==> config.mk <==
export PLATFORM = sky130hd
export DESIGN_NAME = cfg_bridge
export DESIGN_NICKNAME = d
export VERILOG_FILES = /design/src/rtl/cfg_bridge_pkg.sv /design/src/rtl/cfg_bridge_latch.sv /design/src/rtl/cfg_bridge_decode.sv /design/src/rtl/cfg_bridge_resp.sv /design/src/rtl/cfg_bridge.sv
export SDC_FILE = /design/constraint.sdc
export NUM_CORES = 1
export LEC_CHECK = 0
export CAP_MARGIN = 30
export CORE_ASPECT_RATIO = 0.6
export CORE_MARGIN = 3
export CORE_UTILIZATION = 35
export CTS_CLUSTER_DIAMETER = 150
export DETAILED_ROUTE_END_ITERATION = 10
export DONT_BUFFER_PORTS = 1
export PLACE_DENSITY_LB_ADDON = 0.05
export SLEW_MARGIN = 15
export SYNTH_ARGS = -nofsm -noshare
export SYNTH_HDL_FRONTEND = slang
export SYNTH_SLANG_ARGS = --single-unit
==> constraint.sdc <==
create_clock -name clk_i -period 7.7 [get_ports clk_i]
set_clock_uncertainty 0.1 [all_clocks]
set_input_delay 0.385 -clock clk_i [delete_from_list [all_inputs] [get_ports clk_i]]
set_output_delay 0.385 -clock clk_i [all_outputs]
set_load 0.1 [all_outputs]
==> src/rtl/cfg_bridge_pkg.sv <==
`timescale 1ns/1ps
package cfg_bridge_pkg;
  localparam int NLANES = 4;
  localparam int DW     = 8 * NLANES;

  typedef enum logic [1:0] {
    SZ_BYTE = 2'd0,
    SZ_HALF = 2'd1,
    SZ_WORD = 2'd2,
    SZ_WRSV = 2'd3
  } size_e;

  function automatic logic [2:0] size_bytes(logic [1:0] s);
    case (s)
      SZ_BYTE: size_bytes = 3'd1;
      SZ_HALF: size_bytes = 3'd2;
      default: size_bytes = 3'd4;
    endcase
  endfunction
endpackage

==> src/rtl/cfg_bridge_latch.sv <==
`timescale 1ns/1ps
module cfg_bridge_latch
  import cfg_bridge_pkg::*;
(
  input  logic          clk_i,
  input  logic          rst_ni,
  input  logic          req_valid_i,
  input  logic          req_win_i,
  input  logic          req_write_i,
  input  logic [1:0]    req_off_i,
  input  logic [1:0]    req_size_i,
  input  logic [DW-1:0] req_wdata_i,
  output logic [DW-1:0] lat_o
);
  logic upd;

  assign upd = req_valid_i && req_write_i && !req_win_i &&
               (req_off_i == 2'd0) && (req_size_i == SZ_WORD);

  always_ff @(posedge clk_i or negedge rst_ni) begin
    if (!rst_ni)  lat_o <= '0;
    else if (upd) lat_o <= req_wdata_i;
  end

  AST_LATCH_HOLD: assert property (@(posedge clk_i) disable iff (!rst_ni)
    !(req_valid_i && req_write_i && !req_win_i && req_off_i == 2'd0 && req_size_i == 2'd2)
    |=> $stable(lat_o));
  AST_LATCH_LOAD: assert property (@(posedge clk_i) disable iff (!rst_ni)
    (req_valid_i && req_write_i && !req_win_i && req_off_i == 2'd0 && req_size_i == 2'd2)
    |=> lat_o == $past(req_wdata_i));
endmodule

==> src/rtl/cfg_bridge_decode.sv <==
`timescale 1ns/1ps
module cfg_bridge_decode
  import cfg_bridge_pkg::*;
#(
  parameter int CFG_LIMIT = 256
) (
  input  logic              en_i,
  input  logic [23:0]       lat_i,
  input  logic [1:0]        off_i,
  input  logic [1:0]        size_i,
  input  logic              present_i,
  input  logic              hotplug_i,
  input  logic              fn0_i,
  output logic [7:0]        bus_o,
  output logic [4:0]        dev_o,
  output logic [2:0]        fn_o,
  output logic [7:0]        reg_o,
  output logic [NLANES-1:0] be_o,
  output logic              ok_o
);
  localparam int LW = 9;
  localparam logic [LW-1:0] LIM = LW'(CFG_LIMIT);

  logic [23:0]   eff;
  logic [LW-1:0] left;
  logic [2:0]    nb, len;
  logic          in_range, orphan;

  assign eff   = lat_i | {22'b0, off_i};
  assign bus_o = eff[23:16];
  assign dev_o = eff[15:11];
  assign fn_o  = eff[10:8];
  assign reg_o = eff[7:0];

  assign in_range = {1'b0, reg_o} < LIM;
  assign left     = LIM - {1'b0, reg_o};
  assign nb       = size_bytes(size_i);
  // left is 1..4 whenever it wins the compare
  assign len      = ({6'b0, nb} < left) ? nb : left[2:0];

  for (genvar i = 0; i < NLANES; i++) begin : g_lane
    logic [2:0] lane;
    assign lane    = 3'(i);
    assign be_o[i] = in_range && (lane >= {1'b0, reg_o[1:0]}) &&
                     (lane < ({1'b0, reg_o[1:0]} + len));
  end

  assign orphan = hotplug_i && !fn0_i;
  assign ok_o   = en_i && in_range && present_i && !orphan;
endmodule

==> src/rtl/cfg_bridge_resp.sv <==
`timescale 1ns/1ps
module cfg_bridge_resp
  import cfg_bridge_pkg::*;
(
  input  logic          clk_i,
  input  logic          rst_ni,
  input  logic          req_valid_i,
  input  logic          req_win_i,
  input  logic          req_write_i,
  input  logic          fwd_i,
  input  logic [DW-1:0] lat_i,
  input  logic [DW-1:0] tgt_rdata_i,
  output logic          rsp_valid_o,
  output logic [DW-1:0] rsp_rdata_o
);
  logic          fwd_q;
  logic [DW-1:0] rdata_q;

  always_ff @(posedge clk_i or negedge rst_ni) begin
    if (!rst_ni) begin
      rsp_valid_o <= 1'b0;
      fwd_q       <= 1'b0;
      rdata_q     <= '1;
    end else begin
      rsp_valid_o <= req_valid_i;
      fwd_q       <= req_valid_i && fwd_i && !req_write_i;
      if (req_valid_i) rdata_q <= req_win_i ? '1 : lat_i;
    end
  end

  assign rsp_rdata_o = fwd_q ? tgt_rdata_i : rdata_q;

  AST_RSP_NEXT: assert property (@(posedge clk_i) disable iff (!rst_ni)
    req_valid_i |=> rsp_valid_o);
  AST_RSP_IDLE: assert property (@(posedge clk_i) disable iff (!rst_ni)
    !req_valid_i |=> !rsp_valid_o);
  AST_ADDR_READ: assert property (@(posedge clk_i) disable iff (!rst_ni)
    (req_valid_i && !req_win_i && !req_write_i) |=> rsp_rdata_o == $past(lat_i));
  AST_DROP_ONES: assert property (@(posedge clk_i) disable iff (!rst_ni)
    (req_valid_i && req_win_i && !req_write_i && !fwd_i) |=> rsp_rdata_o == '1);
endmodule

==> src/rtl/cfg_bridge.sv <==
`timescale 1ns/1ps
module cfg_bridge
  import cfg_bridge_pkg::*;
#(
  parameter int CFG_LIMIT = 256
) (
  input  logic        clk_i,
  input  logic        rst_ni,
  input  logic        req_valid_i,
  input  logic        req_win_i,
  input  logic        req_write_i,
  input  logic [1:0]  req_off_i,
  input  logic [1:0]  req_size_i,
  input  logic [31:0] req_wdata_i,
  output logic        rsp_valid_o,
  output logic [31:0] rsp_rdata_o,
  output logic        tgt_valid_o,
  output logic        tgt_write_o,
  output logic [7:0]  tgt_bus_o,
  output logic [4:0]  tgt_dev_o,
  output logic [2:0]  tgt_fn_o,
  output logic [7:0]  tgt_off_o,
  output logic [3:0]  tgt_be_o,
  output logic [31:0] tgt_wdata_o,
  input  logic        tgt_present_i,
  input  logic        tgt_hotplug_i,
  input  logic        tgt_fn0_i,
  input  logic [31:0] tgt_rdata_i
);
  logic [DW-1:0] lat;
  logic          ok;

  cfg_bridge_latch u_latch (
    .clk_i       (clk_i),
    .rst_ni      (rst_ni),
    .req_valid_i (req_valid_i),
    .req_win_i   (req_win_i),
    .req_write_i (req_write_i),
    .req_off_i   (req_off_i),
    .req_size_i  (req_size_i),
    .req_wdata_i (req_wdata_i),
    .lat_o       (lat)
  );

  cfg_bridge_decode #(.CFG_LIMIT(CFG_LIMIT)) u_decode (
    .en_i      (lat[31]),
    .lat_i     (lat[23:0]),
    .off_i     (req_off_i),
    .size_i    (req_size_i),
    .present_i (tgt_present_i),
    .hotplug_i (tgt_hotplug_i),
    .fn0_i     (tgt_fn0_i),
    .bus_o     (tgt_bus_o),
    .dev_o     (tgt_dev_o),
    .fn_o      (tgt_fn_o),
    .reg_o     (tgt_off_o),
    .be_o      (tgt_be_o),
    .ok_o      (ok)
  );

  assign tgt_valid_o = req_valid_i && req_win_i && ok;
  assign tgt_write_o = req_write_i;
  assign tgt_wdata_o = req_wdata_i;

  cfg_bridge_resp u_resp (
    .clk_i       (clk_i),
    .rst_ni      (rst_ni),
    .req_valid_i (req_valid_i),
    .req_win_i   (req_win_i),
    .req_write_i (req_write_i),
    .fwd_i       (tgt_valid_o),
    .lat_i       (lat),
    .tgt_rdata_i (tgt_rdata_i),
    .rsp_valid_o (rsp_valid_o),
    .rsp_rdata_o (rsp_rdata_o)
  );

  AST_FWD_NEEDS_EN: assert property (@(posedge clk_i) disable iff (!rst_ni)
    tgt_valid_o |-> lat[31]);
  AST_FWD_PRESENT: assert property (@(posedge clk_i) disable iff (!rst_ni)
    tgt_valid_o |-> tgt_present_i);
  AST_NO_ORPHAN: assert property (@(posedge clk_i) disable iff (!rst_ni)
    tgt_valid_o |-> !(tgt_hotplug_i && !tgt_fn0_i));
  AST_BE_WIDTH: assert property (@(posedge clk_i) disable iff (!rst_ni)
    tgt_valid_o |-> ($countones(tgt_be_o) >= 1 &&
                     $countones(tgt_be_o) <= int'(size_bytes(req_size_i))));
  AST_FWD_IN_RANGE: assert property (@(posedge clk_i) disable iff (!rst_ni)
    tgt_valid_o |-> (int'(tgt_off_o) < CFG_LIMIT));
endmodule

Word level (Yosys, flattened, before mapping)
Cells that the tools add are included.
{"block": "totals", "wordCells": 43, "input_bits": 76, "register_bits": 66}
{"block": "op_classes", "mux": 4, "bitwise": 1, "n_lt_le_gt_ge": 9, "eq_ne": 2, "reduce_logical": 21, "addsub": 2}
{"operator": "two-way mux 32 bit", "count": 2}
{"operator": "OR 24 x 2 -> 24 bit", "count": 1}
{"operator": "logical AND 1 bit", "count": 15}
{"operator": "< comparator 3 x 9 -> 1 bit", "count": 1}
{"operator": "subtractor 9 x 8 -> 9 bit (first input constant)", "count": 1}
{"operator": "< comparator 1 x 3 -> 1 bit (first input constant)", "count": 2}
{"operator": "< comparator 2 x 3 -> 1 bit (first input constant)", "count": 2}
{"operator": "case mux 3 bit (2 select lines)", "count": 1}
{"operator": "greater-or-equal comparator 1 x 2 -> 1 bit (first input constant)", "count": 2}
{"operator": "greater-or-equal comparator 2 bit (first input constant)", "count": 2}
{"operator": "zero test 1 bit", "count": 4}
{"operator": "zero test 2 bit", "count": 2}
{"operator": "adder 2 x 3 -> 3 bit", "count": 1}
{"operator": "two-way mux 3 bit", "count": 1}
{"operator": "equality test 2 x 1 -> 1 bit (second input constant)", "count": 1}
{"operator": "equality test 2 bit (second input constant)", "count": 1}

Longest topological paths before layout
Gate-level depths: netlist of the first run.
{"block": "logic_depth", "word_depth": 7, "depth_mapped": 18, "mapped_depth_nobuf": 16}

Hierarchy
Synthesis of the first run repeated with hierarchy kept, for this count alone.
{"block": "unflattened", "cells_unflattened": 357, "area_unflattened_um2": 4017.6}
{"module": "cfg_bridge_resp", "cells_per_inst": 178, "n_inst": 1, "area_per_inst_um2": 1899.3}
{"module": "cfg_bridge_latch", "cells_per_inst": 70, "n_inst": 1, "area_per_inst_um2": 1228.7}
{"module": "cfg_bridge_decode", "cells_per_inst": 75, "n_inst": 1, "area_per_inst_um2": 635.6}
{"module": "cfg_bridge", "cells_per_inst": 34, "n_inst": 1, "area_per_inst_um2": 254.0}

Worst setup path after synthesis of the first run
No wires, ideal clock.
{"block": "synth_path", "path_type": "input port to output port", "startpoint": "in req_off_i[0]", "endpoint": "out tgt_be_o[2]", "t_arrival_ps": 5460, "cell_stages": 16, "path_slack_ps": 1755, "n_path_buf": 2, "required_time_ps": 7215, "cell_sequence": "or2_4 clkinv_4 ha_1 xnor2_1 inv_1 ha_1 a21oi_1 a221oi_2 buf_6 mux2_2 fa_1 clkbuf_2 nand2_1 nand3_1 a21boi_0 nor3_1"}
{"block": "synth_between", "elab_chain_len": 7}
{"item": "start: declaration", "line_no": "cfg_bridge.sv:12", "source": "input logic [1:0] req_off_i,"}
{"item": "OR 24 x 2 -> 24 bit *", "line_no": "cfg_bridge_decode.sv:29", "source": "assign eff = lat_i | {22'b0, off_i};"}
{"item": "subtractor 9 x 8 -> 9 bit", "line_no": "cfg_bridge_decode.sv:36", "source": "assign left = LIM - {1'b0, reg_o};"}
{"item": "< comparator 3 x 9 -> 1 bit", "line_no": "cfg_bridge_decode.sv:39", "source": "assign len = ({6'b0, nb} < left) ? nb : left[2:0];"}
{"item": "two-way mux 3 bit", "line_no": "cfg_bridge_decode.sv:39"}
{"item": "adder 2 x 3 -> 3 bit", "line_no": "cfg_bridge_decode.sv:45", "source": "(lane < ({1'b0, reg_o[1:0]} + len));"}
{"item": "< comparator 2 x 3 -> 1 bit", "line_no": "cfg_bridge_decode.sv:45"}
{"item": "logical AND 1 bit *", "line_no": "cfg_bridge_decode.sv:44", "source": "assign be_o[i] = in_range && (lane >= {1'b0, reg_o[1:0]}) &&"}
{"item": "end: declaration", "line_no": "cfg_bridge.sv:23", "source": "output logic [3:0] tgt_be_o,"}
Mark *: on every way between the ends. The rest lies on a longest branch, timed or not.

Worst setup path in the final report of the first run
{"block": "layout_path", "startpoint": "reg u_latch.lat_o[0]", "endpoint": "out tgt_be_o[0]"}
{"block": "layout_between", "elab_chain_len": 7}
{"item": "start: declaration", "line_no": "cfg_bridge_latch.sv:13", "source": "output logic [DW-1:0] lat_o"}
{"item": "start signal: assignment", "line_no": "cfg_bridge_latch.sv:22", "source": "else if (upd) lat_o <= req_wdata_i;"}
{"item": "OR 24 x 2 -> 24 bit *", "line_no": "cfg_bridge_decode.sv:29"}
{"item": "net tgt_off_o[0]", "line_no": "cfg_bridge.sv:22", "source": "output logic [7:0] tgt_off_o,"}
{"item": "subtractor 9 x 8 -> 9 bit", "line_no": "cfg_bridge_decode.sv:36"}
{"item": "< comparator 3 x 9 -> 1 bit", "line_no": "cfg_bridge_decode.sv:39"}
{"item": "two-way mux 3 bit", "line_no": "cfg_bridge_decode.sv:39"}
{"item": "adder 2 x 3 -> 3 bit", "line_no": "cfg_bridge_decode.sv:45"}
{"item": "< comparator 1 x 3 -> 1 bit", "line_no": "cfg_bridge_decode.sv:45"}
{"item": "logical AND 1 bit *", "line_no": "cfg_bridge_decode.sv:44"}
Mark *: on every way through the listed nets, which the timed path passes. The rest lies on a longest branch.

==> results of run 1 <==
-- stage by stage --
stage / instance area, um^2 / cells / hold slack, ns / power (W) / setup WS (ns)
6_report: 3940 / 442 / 0.0245 / 0.00124 / 1.83
5_1_grt: 3940 / 442 / 0.000175 / 0.00129 / 1.48
4_1_cts: 3900 / 440 / 0.000945 / 0.00125 / 1.80
3_5_place_dp: 3550 / 421 / -0.00840 / 0.000815 / 2.15
3_3_place_gp: 3520 / 419 / -0.00865 / 0.000811 / 2.35
2_1_floorplan: 3750 / 354 / -0.0106 / 0.000891 / 1.75
-- path summary, 6_finish.rpt --
path                                    startpoint                 end  depth (start not counted)
max in group asynchronous                   rst_ni  u_resp.rdata_q[10]                          2
worst max register to register    u_latch.lat_o[5]    u_latch.lat_o[5]                          1
worst max-delay path              u_latch.lat_o[0]         tgt_be_o[0]                         13
worst min-delay path                   req_valid_i  u_resp.rdata_q[31]                          1
worst min register to register  u_resp.rdata_q[24]  u_resp.rdata_q[24]                          2
min in group asynchronous                   rst_ni   u_latch.lat_o[25]                          2
-- registers in the layout, summed over array words and instances (netlist names) --
name and cells:
u_latch.lat_o 32, u_resp.rsp_valid_o 1, u_resp.fwd_q 1, u_resp.rdata_q 32
-- power by group --
group / leakage (nW) / total (W) / internal [W] / switching [W]
logic: 0.678 / 0.000292 / 0.0000736 / 0.000218
registers: 0.788 / 0.000531 / 0.000395 / 0.000136
clock network: 0.153 / 0.000416 / 0.000277 / 0.000139
total: 1.62 / 0.00124 / 0.000745 / 0.000494
-- cell type report --
class,count,area share (%)
sequential,66,42.9
multi-input combinational,206,39.6
clock buffer,14,6.95
timing repair buffer,14,4.76
tap,135,4.28
clock inverter,2,0.889
inverter,5,0.603
-- cell families after synthesis --
| kind of cell | after synthesis | share of synthesized area, % |
|---|---|---|
| and+or+nand+nor | 88 | 11.0 |
| buffers and inverters | 82 | 14.2 |
| muxes | 66 | 19.8 |
| DFF | 66 | 45.1 |
| AOI/OAI and AO/OA | 44 | 7.25 |
| adders and majority gates | 6 | 2.20 |
| xor gates and xnor gates | 2 | 0.468 |
-- layout by cell type, fill, tap and decap left out, types with 2 or more instances in the layout --
cell,count
nor2_1,65
mux2_2,63
dfrtp_1,34
a21oi_1,33
dfstp_2,32
clkbuf_16,10
buf_4,6
ha_1,5
inv_1,4
nand2_1,4
clkbuf_8,3
buf_16,3
nor2b_1,2
nand3_1,2
nand4_1,2
nor3_1,2
mux2_1,2
clkbuf_1,2
dlygate4sd3_1,2
-- Yosys cell counts, drive strengths merged --
cell	n	area share, %
a21boi	1	0.20
or2	2	0.40
nor2b	2	0.33
and3	1	0.17
mux2i	1	0.27
dfrtp	34	23
clkbuf	12	1.2
ha	5	1.7
inv	4	0.40
nand2	4	0.40
o22ai	1	0.17
and4b	1	0.27
a2111o	1	0.30
nand3b	1	0.20
dfstp	32	22
a211oi	1	0.33
o21ai	1	0.13
buf	65	12
xnor2	2	0.47
a21oi	34	4.5
a221oi	2	0.63
mux2	65	20
a2111oi	1	0.40
nor4	2	0.50
nor2	66	6.8
nand4b	2	0.87
nand3	2	0.27
nor3	3	0.40
fa	1	0.53
o31ai	2	0.53
nand4	2	0.33
clkinv	1	0.23
-- layer usage --
| metal | up-vias | wire (um) | part of all wire (%) | GRT usage [%] |
|---|---|---|---|---|
| met3 | 9 | 665 | 8.3 | 6.07 |
| met1 | 1054 | 4040 | 50 | 19.8 |
| met2 | 96 | 3250 | 40 | 18.2 |
| met5 | - | 20 | 0.25 | 0 |
| met4 | 2 | 69 | 0.86 | 3.96 |
| li1 | 1049 | - | - | - |
-- repair_timing --
action	4_1_cts	5_1_grt
setup buffers	0	0
hold buffers	3	0
hold endpoints to repair	67	0
==> metrics.txt, run 1 <==
fillcell total 987; VDD IR max 0.111 mV; status complete, no violations; RSZ-0062 raised after global routing no; first-pass GRT wire length 12600 um; YS warnings 0; most frequent CP cell ha_1; flop2flop setup slack 6.25 ns; Vias/cell 5.00; hold crit path type input port to flip-flop; layout cells sized above 1 43.3%; grt ovf 0; Worst path slowest cell a221oi_2; minimum clock period 5.87 ns; Reg area 1690 um^2; worst path cell trace or2_4 > clkinv_4 > ha_1 > xnor2_1 > inv_1 > ha_1 > nand3_1 > a221oi_2 > mux2_2 > fa_1 > or2_2 > a2111o_1 > and3_1; Longest Clk Path Bufs 2; Global Route Usage Sum 13.6%; Area Overhead vs Synth 5.21%; # IOs 171; Max-slew headroom 34.8%; post-synthesis sequential area ratio 45.1%; vias in the first global route 2171; critical path fanouts, max 11; # setup viols final 0; required time of the critical path 7.21 ns; Arr. time, crit path 5.38 ns; Syn Area/Cell 10.6 um^2; Clk Latency, worst-skew pair 0.32 ns; placer congestion estimate 0.792; Core ar. 10100 um^2; synth unique cells 43; final slew viol count 0; Clk pin slew, worst setup/hold paths 0.05 ns; Root Driver clkbuf_16; crit start category flip-flop; DRT iter0 DRCs 64; Yosys reg bits 66; final WL 8040 um; via count 2210; largest net degree at the start of global routing 68; Starting Density 37.0%; Routed Antenna Nets 0; Mapped Area 3750 um^2; Hold Fails Final Rpt 0; Buf/Inv on CP 2; # DRC 0; Worst setup EP type primary output; initial antenna violation count 1; Core Util, Final 38.9%; max-cap viol count 0; final setup TNS 0 ns; die height 86.2 um; post_cts resized 0; Chip Width 140 um; nets 384; critical path class flip-flop to primary output; Mapped Cells 354; fin crit share 76.2%; worst-margin pin slew 0.978 ns; Row Count 28; Multi-input gate area 1560 um^2; die area 12000 um^2; CP delay by family, top simple AND/OR/NAND/NOR gates; CP peak stage delay 0.77 ns; Max Fclk 0.170 GHz; CTS buffer count 9; Synthesized Nets 436; clock sinks 66; n_diodes 0; CTS tree done; hpwl dp 5430 um; I/O Buffers 0; drt wl/cell 18.2 um; pwr dens 314 nW/um^2; H-tree lvl count 3; Leak 1.62 nW; DR pass1 iterations 4
(Power assumes the default switching activity.)
==> run 2, diff against run 1 <==
clock period = 5.05 ns   (was 7.7 ns; I/O delays follow)
==> metrics.txt, run 2 (synthesized netlist as in run 1, its figures left out) <==
Area Overhead vs Synth 16.6%; n_diodes 0 (unchanged); placer congestion estimate 0.813 (+2.7%); flop2flop setup slack 3.61 ns (-2.64 ns); pwr dens 439 nW/um^2 (+40%); fillcell total 967 (-2.0%); Starting Density 37.0% (unchanged); CP peak stage delay 0.46 ns (-0.31 ns); hpwl dp 5550 um (+2.2%); Layout Cells excl Fill 483 (+9.3%); grt ovf 0 (unchanged); most frequent CP cell ha_1; VDD IR max 0.194 mV (+74%); first-pass GRT wire length 13600 um (+8.5%); worst setup margin 0.264 ns (-1.57 ns); status complete, no violations; # IOs 171 (unchanged); fin crit share 94.8%; critical path fanouts, max 9 (-2); die height 86.2 um (unchanged); critical path class flip-flop to primary output; Clk pin slew, worst setup/hold paths 0.05 ns (about the same); die area 12000 um^2 (unchanged); Chip Width 140 um (unchanged); Core ar. 10100 um^2 (unchanged); Root Driver clkbuf_16; final slew viol count 0 (unchanged); I/O Buffers 0 (unchanged); Leak 1.81 nW (+12%); final cell area excluding filler cells 4370 um^2 (+11%); Vias/cell 4.90 (-2.0%); most common cell after layout, fill and taps aside nor2_1; Row Count 28 (unchanged); largest net degree at the start of global routing 67 (-1.5%); crit start category flip-flop; top flop regs u_latch.lat_o x32, u_resp.rdata_q x32; worst path cell trace or2_4 > clkinv_4 > ha_1 > xnor2_2 > inv_1 > ha_1 > nand3_1 > a221oi_4 > mux2_2 > fa_2 > or2_2 > a2111o_1 > and3_1 > buf_12; layout cells sized above 1 42.2% (-1.1 points); minimum clock period 4.79 ns; commonest cells after routing, fill and taps aside nor2_1, mux2_2, dlygate4sd3_1; CTS buffer count 9 (unchanged); Longest Clk Path Bufs 2 (unchanged); Setup WS pre-CTS 0.358 ns (-1.80 ns); required time of the critical path 4.70 ns (-2.51 ns); Worst path slowest cell fa_2; Worst setup EP type primary output; Arr. time, crit path 4.43 ns (-0.95 ns); # setup viols final 0 (unchanged); minimum hold slack 0.0271 ns (+0.00267 ns); worst-margin pin slew 0.958 ns (-0.0203 ns); H-tree lvl count 3 (unchanged); initial antenna violation count 0 (-1); clock sinks 66 (unchanged); placed cell count 428 (+1.7%); # DRC 0 (unchanged); DR pass1 iterations 4 (unchanged); Clk Latency, worst-skew pair 0.32 ns (about the same); Global Route Usage Sum 14.5% (+0.88 points); vias in the first global route 2417 (+11%); Max Fclk 0.209 GHz; CP delay by family, top simple AND/OR/NAND/NOR gates; CTS tree done; Routed Antenna Nets 0 (unchanged); hold crit path type input port to flip-flop; via count 2367 (+7.1%); max-cap viol count 0 (unchanged); Max-slew headroom 36.1% (+1.4 points); nets 425 (+11%); Hold Fails Final Rpt 0 (unchanged); Buf/Inv on CP 3 (+1); Core Util, Final 43.2% (+4.2 points); DRT iter0 DRCs 80 (+25%); final WL 8660 um (+7.7%); RSZ-0062 raised after global routing no; area post-placement 3610 um^2 (+1.8%); drt wl/cell 17.9 um (-1.5%)
[run 2: per-stage QoR]
stage / setup TNS [ns] / total power, W
finish: 0 / 0.00192
global route: 0 / 0.00201
CTS: 0 / 0.00195
detailed placement: 0 / 0.00126
global placement: 0 / 0.00125
floorplan: -0.00449 / 0.00136
[run 2: layer usage]
layer  up-vias  wire (um)  track usage (%)
li1       1130          -                -
met1      1132       4250             20.2
met2        96       3660             21.1
met3         9        667             5.63
met4         0         75             4.05
met5         -          0                0
[run 2: final cells by class]
type | instances | area (um^2) | share of cell area [%]
inverter | 5 | 23.8 | 0.544
sequential | 66 | 1690 | 38.7
multi-input combinational | 206 | 1600 | 36.6
clock buffer | 11 | 243 | 5.55
clock inverter | 5 | 53.8 | 1.23
tap | 135 | 169 | 3.86
timing repair buffer | 55 | 591 | 13.5
[run 2: what timing repair did]
| action | 4_1_cts | 5_1_grt |
|---|---|---|
| pin swaps | 0 | 2 |
| hold buffers | 38 | 0 |
| endpoints found under the hold margin | 132 | 0 |
| setup buffers | 0 | 1 |
| endpoints found under the setup margin | 2 | 3 |
| gates resized for setup | 1 | 4 |
[run 2: path summary, 6_finish.rpt]
| path | from | cells after the start | to |
|---|---|---|---|
| max | u_latch.lat_o[0] | 14 | tgt_be_o[0] |
| min | tgt_hotplug_i | 2 | u_resp.fwd_q |
| max reg2reg | u_latch.lat_o[12] | 1 | u_latch.lat_o[12] |
| min reg2reg | u_resp.rdata_q[23] | 2 | u_resp.rdata_q[23] |
| max in group asynchronous | rst_ni | 2 | u_resp.rdata_q[0] |
| min in group asynchronous | rst_ni | 2 | u_latch.lat_o[13] |
[run 2: report_power, final]
part           total [W]  internal, W  switching (W)
Combinational   0.000526     0.000138       0.000389
Sequential      0.000775     0.000602       0.000173
Clock           0.000619     0.000394       0.000225
Total            0.00192      0.00113       0.000787
